`src/rtl/pci_rd_parity_pkg.sv`:
```
package pci_rd_parity_pkg;
    typedef enum logic [1:0] {
        ST_CLEAN = 2'd0,
        ST_ARMED = 2'd1,
        ST_ABORT = 2'd2
    } abort_st_e;
endpackage

```
`src/rtl/mem_word_check.sv`:
```
module mem_word_check #(
    parameter int BYTES = 8
) (
    input  logic [BYTES*8-1:0] word,
    input  logic [BYTES-1:0]   chk,
    output logic               bad
);
    logic [BYTES-1:0] byte_err;

    for (genvar i = 0; i < BYTES; i++) begin : g_byte
        // odd parity: data plus check bit must hold an odd number of ones
        assign byte_err[i] = ~(^{word[8*i +: 8], chk[i]});
    end

    assign bad = |byte_err;
endmodule

```
`src/rtl/odd_byte_par.sv`:
```
module odd_byte_par #(
    parameter int BYTES = 4
) (
    input  logic [BYTES*8-1:0] data,
    output logic [BYTES-1:0]   chk
);
    for (genvar i = 0; i < BYTES; i++) begin : g_byte
        assign chk[i] = ~(^data[8*i +: 8]);
    end
endmodule

```
`src/rtl/bus_par_calc.sv`:
```
module bus_par_calc #(
    parameter int DW  = 32,
    parameter int BEW = 4
) (
    input  logic [DW-1:0]  ad,
    input  logic [BEW-1:0] cbe,
    output logic           par
);
    // even parity over data and byte enables
    assign par = ^{ad, cbe};
endmodule

```
`src/rtl/abort_fsm.sv`:
```
module abort_fsm
    import pci_rd_parity_pkg::*;
(
    input  logic clk,
    input  logic rst_n,
    input  logic beat_vld,
    input  logic beat_bad,
    input  logic beat_more,
    input  logic xact_done,
    output logic deliver,
    output logic abort_q
);
    abort_st_e state, state_nx;

    always_ff @(posedge clk) begin
        if (!rst_n) state <= ST_CLEAN;
        else        state <= state_nx;
    end

    always_comb begin
        state_nx = state;
        unique case (state)
            ST_CLEAN: if (beat_vld && beat_bad && beat_more) state_nx = ST_ARMED;
            ST_ARMED: if (beat_vld) state_nx = ST_ABORT;
            ST_ABORT: state_nx = ST_ABORT;
            default:  state_nx = ST_CLEAN;
        endcase
        if (xact_done) state_nx = ST_CLEAN;
    end

    always_comb begin
        deliver = beat_vld && (state == ST_CLEAN);
        abort_q = (state == ST_ABORT);
    end
endmodule

```
`src/rtl/pci_rd_parity.sv`:
```
module pci_rd_parity #(
    parameter int MEM_W = 64,
    parameter int PCI_W = 32,
    localparam int BYTES  = MEM_W / 8,
    localparam int LANES  = MEM_W / PCI_W,
    localparam int SEL_W  = (LANES > 1) ? $clog2(LANES) : 1,
    localparam int BE_W   = PCI_W / 8
) (
    input  logic               clk,
    input  logic               rst_n,
    input  logic               rd_vld,
    input  logic [MEM_W-1:0]   rd_word,
    input  logic [BYTES-1:0]   rd_chk,
    input  logic [SEL_W-1:0]   rd_lane,
    input  logic [BE_W-1:0]    rd_cbe,
    input  logic               rd_more,
    input  logic               xact_done,
    output logic               out_vld,
    output logic [PCI_W-1:0]   out_ad,
    output logic               out_par,
    output logic               mchk,
    output logic               tgt_abort,
    input  logic               wr_vld,
    input  logic [PCI_W-1:0]   wr_ad,
    input  logic [BE_W-1:0]    wr_cbe,
    input  logic               wr_par,
    output logic [BE_W-1:0]    wr_mem_chk,
    output logic               wr_perr
);
    logic             word_bad;
    logic [PCI_W-1:0] lane_data;
    logic             lane_par;
    logic             deliver;
    logic             abort_q;
    logic [BE_W-1:0]  wr_chk_nx;
    logic             wr_par_exp;

    assign lane_data = rd_word[rd_lane*PCI_W +: PCI_W];

    mem_word_check #(.BYTES(BYTES)) u_chk_rd (
        .word (rd_word),
        .chk  (rd_chk),
        .bad  (word_bad)
    );

    bus_par_calc #(.DW(PCI_W), .BEW(BE_W)) u_par_rd (
        .ad  (lane_data),
        .cbe (rd_cbe),
        .par (lane_par)
    );

    abort_fsm u_fsm (
        .clk       (clk),
        .rst_n     (rst_n),
        .beat_vld  (rd_vld),
        .beat_bad  (word_bad),
        .beat_more (rd_more),
        .xact_done (xact_done),
        .deliver   (deliver),
        .abort_q   (abort_q)
    );

    odd_byte_par #(.BYTES(BE_W)) u_gen_wr (
        .data (wr_ad),
        .chk  (wr_chk_nx)
    );

    bus_par_calc #(.DW(PCI_W), .BEW(BE_W)) u_par_wr (
        .ad  (wr_ad),
        .cbe (wr_cbe),
        .par (wr_par_exp)
    );

    always_ff @(posedge clk) begin
        if (!rst_n) begin
            out_vld    <= 1'b0;
            out_ad     <= '0;
            out_par    <= 1'b0;
            mchk       <= 1'b0;
            wr_mem_chk <= '0;
            wr_perr    <= 1'b0;
        end else begin
            out_vld    <= deliver;
            out_ad     <= deliver ? lane_data : '0;
            out_par    <= deliver && (lane_par ^ word_bad);
            mchk       <= deliver && word_bad;
            wr_mem_chk <= wr_vld ? wr_chk_nx : '0;
            wr_perr    <= wr_vld && (wr_par_exp ^ wr_par);
        end
    end

    assign tgt_abort = abort_q;
endmodule

```
`config.mk`:
```
export PLATFORM = sky130hd
export DESIGN_NAME = pci_rd_parity
export DESIGN_NICKNAME = d
export VERILOG_FILES = /design/src/rtl/pci_rd_parity_pkg.sv /design/src/rtl/mem_word_check.sv /design/src/rtl/odd_byte_par.sv /design/src/rtl/bus_par_calc.sv /design/src/rtl/abort_fsm.sv /design/src/rtl/pci_rd_parity.sv
export SDC_FILE = /design/constraint.sdc
export NUM_CORES = 1
export LEC_CHECK = 0
export ABC_AREA = 1
export ABC_CLOCK_PERIOD_IN_PS = 2300
export BUFFER_PORTS_ARGS = -buffer_cell sky130_fd_sc_hd__buf_2
export CAP_MARGIN = 20
export CORE_MARGIN = 2
export CORE_UTILIZATION = 45
export CTS_CLUSTER_DIAMETER = 60
export CTS_CLUSTER_SIZE = 28
export DETAILED_ROUTE_END_ITERATION = 12
export GPL_ROUTABILITY_DRIVEN = 0
export HOLD_SLACK_MARGIN = 0.02
export PLACE_DENSITY = 0.71
export SETUP_SLACK_MARGIN = 0.2
export SLEW_MARGIN = 10
export SYNTH_ARGS = -nofsm -noshare
export SYNTH_HDL_FRONTEND = slang
export SYNTH_SLANG_ARGS = --single-unit
```
`constraint.sdc`:
```
create_clock -name clk -period 2.3 [get_ports clk]
set_clock_uncertainty 0.2 [all_clocks]
set_input_delay 0.345 -clock clk [delete_from_list [all_inputs] [get_ports clk]]
set_output_delay 0.345 -clock clk [all_outputs]
set_load 0.005 [all_outputs]
```
=== Word-level counts from Yosys, hierarchy flattened ===
Cells that the tools add are included.

* Add/sub/neg operators: 0
* $mul: 0
* Div/mod/pow operators: 0
* Order comparisons: 0
* Eq/ne operators: 4
* Shifts and indexed selects: 1
* Mux-type cells: 3
* Bitwise logic cells: 15
* Reduce and logical (&&, ||, !) cells: 26

{| class="wikitable"
|+ Operators by type and width
! cell !! number
|-
| 36-bit parity || 2
|-
| 9-bit parity || 8
|-
| 64-bit by 7-bit variable part select with 32-bit output || 1
|-
| 8-bit parity || 4
|-
| 1-bit NOT || 13
|-
| 8-bit OR reduction || 1
|-
| 1-bit logical AND || 6
|-
| 2-bit one-hot mux with 3 select lines || 1
|-
| 2-bit AND reduction || 3
|-
| 2-bit two-way mux || 2
|-
| 2-bit by 1-bit == test with 1-bit output (second input constant) || 1
|-
| 2-bit == test (second input constant) || 1
|-
| 2-bit zero test || 1
|-
| 2-bit by 1-bit != test with 1-bit output (second input constant) || 1
|-
| 2-bit != test (second input constant) || 1
|-
| 2-bit OR reduction || 1
|-
| 1-bit bitwise XOR || 2
|}

* Register bits: 42
* Bits in latches: 0
* RAM bits: 0
* Memory bits (read-only): 0
* Input bits: 120
* Output and inout port bits: 41
* Memories kept: 0

=== Longest topological paths before layout ===
* Depth in word-level cells: 7
* Mapped depth: 19

=== Hierarchy ===
A second synthesis with hierarchy kept.

* Cell total of the unflattened synthesis: 1042
* Area, all modules: 5566.6 µm²

{| class="wikitable"
|+ Modules (own cells, without submodules)
! module !! times used !! cells each !! area each (µm²) !! sequential area each (µm²)
|-
| pci_rd_parity || 1 || 297 || 2294.7 || 800.8
|-
| bus_par_calc || 2 || 177 || 749.5 || 0.0
|-
| mem_word_check || 1 || 215 || 994.7 || 0.0
|-
| odd_byte_par || 1 || 148 || 580.6 || 0.0
|-
| abort_fsm || 1 || 28 || 197.7 || 40.0
|}

=== Worst setup path after synthesis ===
OpenSTA, ideal clock, no wires.

* Path type: input port to flip-flop
* Start point: input rd_lane
* End point: register out_par
* Library setup time: 0.114 ns
* Data arrival time: 1.668 ns
* Required time: 1.986 ns
* Setup slack: 0.318 ns
* Stages: 16
* Path through: buf_6 buf_6 buf_6 o21a_1 nand2_1 nand2_2 xnor2_1 nand2_1 nand2_1 nand2_1 nand2_1 nand2_1 nand2_1 nand2_1 nand2_1 nor2_2

* Cells in the longest elaborated chain, start to end: 4

{| class="wikitable"
|+ RTL lines
! element !! line !! source
|-
| from (decl) || pci_rd_parity.sv:14 || <nowiki>input logic [SEL_W-1:0] rd_lane,</nowiki>
|-
| 64-bit by 7-bit variable part select with 32-bit output || pci_rd_parity.sv:38 || <nowiki>assign lane_data = rd_word[rd_lane*PCI_W +: PCI_W];</nowiki>
|-
| 36-bit parity || bus_par_calc.sv:10 || <nowiki>assign par = ^{ad, cbe};</nowiki>
|-
| 1-bit bitwise XOR || pci_rd_parity.sv:85 || <nowiki>out_par <= deliver && (lane_par ^ word_bad);</nowiki>
|-
| 1-bit logical AND || pci_rd_parity.sv:85 ||
|-
| to (signal assigned) || pci_rd_parity.sv:85 ||
|-
| to (decl) || pci_rd_parity.sv:20 || <nowiki>output logic out_par,</nowiki>
|}

Every way passes these cells.
A chain may end at the register's enable or synchronous reset.

=== Final worst setup path ===
Same ends and word-level chain as after synthesis.

==> out/metrics.cfg <==
[worst_setup_path]
worstPathRequired_ps=2290
critPathTopFamily=simple AND/OR/NAND/NOR gates
cp_slowest_cell=or2_1
crit_buf_inv=2
regToRegSetupSlack_ps=470
max_stage_delay_ps=260
path_cells=buf_2 > buf_12 > or2_1 > nand2_2 > nand2_1 > nand2_1 > xor2_1 > nand2_1 > nand2_1 > nand2_1 > nand2_1 > nand2_1 > nand2_1 > nand2_1 > nand2_1 > nor2_2
critPathMaxFanout=32
worstSetupPathType=in2reg
cp-start-kind=input pin
worst_ep_arrival_time_ps=1870
cp-end-kind=flop
worst_path_most_repeated_cell=nand2_1

[global_route]
grt_pass1_wl_um=16200
grt_pass1_vias=4096
track_usage_pct=19.2
grt_max_degree=37
grt-ovfl-total=0
antenna_found_initial=0

[drt]
vias=4474
detail-route-antenna-nets=0
wirelength_um=9110
drt_iter0_drc=86
drtPass1Iterations=4
viasPerCell=4.38
wl_per_cell_um=8.91
drc=0

[final_layout]
area_delta_synth_final_pct=24.6
layout.nets=1037
drive_gt1_share_pct=20.2
multi_input_area_um2=2650
final_cell_mix=nand2_1 (332), buf_2 (160), inv_1 (134)
final_common_cell=nand2_1
fill_cells=983
register_area_um2=841
diodes=0

[sta]
slew_viol_final=0
min_period_ps=1880
fmax_ghz=0.531
rsz0062_at_grt=yes
slew_headroom_pct=74.2
timing.final.crit_share_pct=81.8
hold_ws_ps=99.7
worst_slew_pin_slew_ps=385
tns_ps=0
setup_viol=0
final-hold-violation-count=0

[synth]
synth_fp_nets=878
synth_ff_type=dfxtp_1
syn_area_um2=4080
syn_avg_cell_area_um2=5.40
yosysWarnings=0
yosysSeqAreaShare_pct=20.6
async_flop_share_pct=0
synth_seq_cells=42
syn_inst=754
yosysUniqueCellTypes=24
synth-edff-count=0

[outcome]
status=completed

[placement]
dp_hpwl_um=7860
io_buffers=160

[pwr]
internal-power_mw=1.48
power.density_nw_per_um2=469
max-vdd-ir-drop_v=0.000226
swShare_pct=37.8
p_seq_share_pct=33.1
p_leak_nw=3.27
power.switching_mw=0.901
clockPowerShare_pct=20.9
pwr-share-comb_pct=46.0

[clock_tree]
cts_hold_buf=0
worstSkewPairLatency_ps=290
cts_buffer_depth=2
numCtsBuffers=5
path_clk_slew_ps=80
cts_tree=yes
cts_sinks=42
htreeDepth=2
root_buffer=clkbuf_8

[floorplan]
rows=34
die_w_um=99.2
start_util_pct=46.5
io-pin-count=161
coreArea_um2=8760
die_h_um=99.2
die_area_um2=9830

[min_path]
holdCritPathClass=in2reg

[run]
max_cap_viol_count=0

==> Yosys cell counts (2+ instances only) <==
cell / n / area (µm²)
inv_2: 2 / 7.51
xor2_1: 19 / 166
ha_1: 4 / 50.1
dfxtp_1: 42 / 841
o21ai_2: 5 / 43.8
mux2i_1: 2 / 20.0
inv_1: 134 / 503
clkbuf_1: 2 / 7.51
o21ai_0: 5 / 25.0
o21ai_1: 19 / 95.1
buf_2: 3 / 15.0
nor2_1: 76 / 285
buf_6: 4 / 45.0
nand2_1: 333 / 1250
a21oi_1: 6 / 30.0
nand2_2: 3 / 18.8
or2_1: 3 / 18.8
nand3_1: 36 / 180
o21a_1: 5 / 37.5
xnor2_1: 47 / 412
==> power groups by stage <==
| stage | Combinational, mW | Clock (mW) | Sequential, mW |
|---|---|---|---|
| after CTS | 1.11 | 0.522 | 0.789 |
| final | 1.10 | 0.498 | 0.789 |
| after floorplan | 0.782 | 0 | 0.814 |
| after global placement | 1.09 | 0 | 0.807 |
| after global routing | 1.29 | 0.554 | 0.795 |
| after detailed placement | 1.10 | 0 | 0.806 |
==> stage by stage <==
stage | power (mW) | setup WS (ps) | area (µm²) | utilization (%) | instances
CTS | 2.42 | 415 | 5070 | 57.9 | 1022
floorplan | 1.60 | 318 | 4080 | - | 754
finish | 2.38 | 418 | 5080 | 58.0 | 1022
global route | 2.64 | 190 | 5080 | 58.0 | 1022
global placement | 1.90 | 134 | 4980 | 56.8 | 1014
detailed placement | 1.91 | 106 | 4980 | 56.8 | 1014
==> repair_timing <==
item / in CTS / in global routing
setup buffers: 0 / 0
resized for setup: 0 / 6
setup endpoints to repair: 0 / 3
==> state kept, by name (all words and copies together) (netlist names) <==
register,cells
out_ad,32
wr_perr,1
mchk,1
u_fsm.state,2
out_vld,1
out_par,1
wr_mem_chk,4
==> worst min-delay path, delay by kind of cell <==
family	cells	cell delay [ps]
buf+inv	1	80
simple gates	3	130
==> layout make-up <==
type                       count  share of cell area (%)
clock inverter                 1                  0.0985
multi-input combinational    565                    52.2
inverter                     136                    10.1
timing repair buffer         163                    16.7
sequential                    42                    16.6
clock buffer                   7                    1.70
tap                          108                    2.66
==> final timing paths <==
kind,start,endpoint,depth (start not counted)
min reg2reg,u_fsm.state[0],u_fsm.state[0],2
min,xact_done,u_fsm.state[0],4
max reg2reg,u_fsm.state[0],out_ad[14],7
max,rd_lane,out_par,16
==> logic make-up (layout without fill, tap and decap cells) <==
| kind of cell | after synthesis | in the layout | share of synthesized area [%] |
|---|---|---|---|
| AND/OR/NAND/NOR | 453 | 453 | 43.3 |
| flip-flops | 42 | 42 | 20.6 |
| multiplexers | 2 | 2 | 0.491 |
| buffers and inverters | 147 | 307 | 14.5 |
| XOR/XNOR | 66 | 66 | 14.2 |
| AO/OA/AOI/OAI | 40 | 40 | 5.68 |
| adder cells (fa/ha/maj) | 4 | 4 | 1.23 |
==> layer usage <==
layer,GRT usage (%),routed length [µm],vias up
met5,0,0,-
met4,3.16,69,0
met3,3.44,557,6
met2,33.9,4130,102
met1,25.0,4350,1844
li1,-,-,2522
Note: power is estimated with default switching activity, not from simulation.
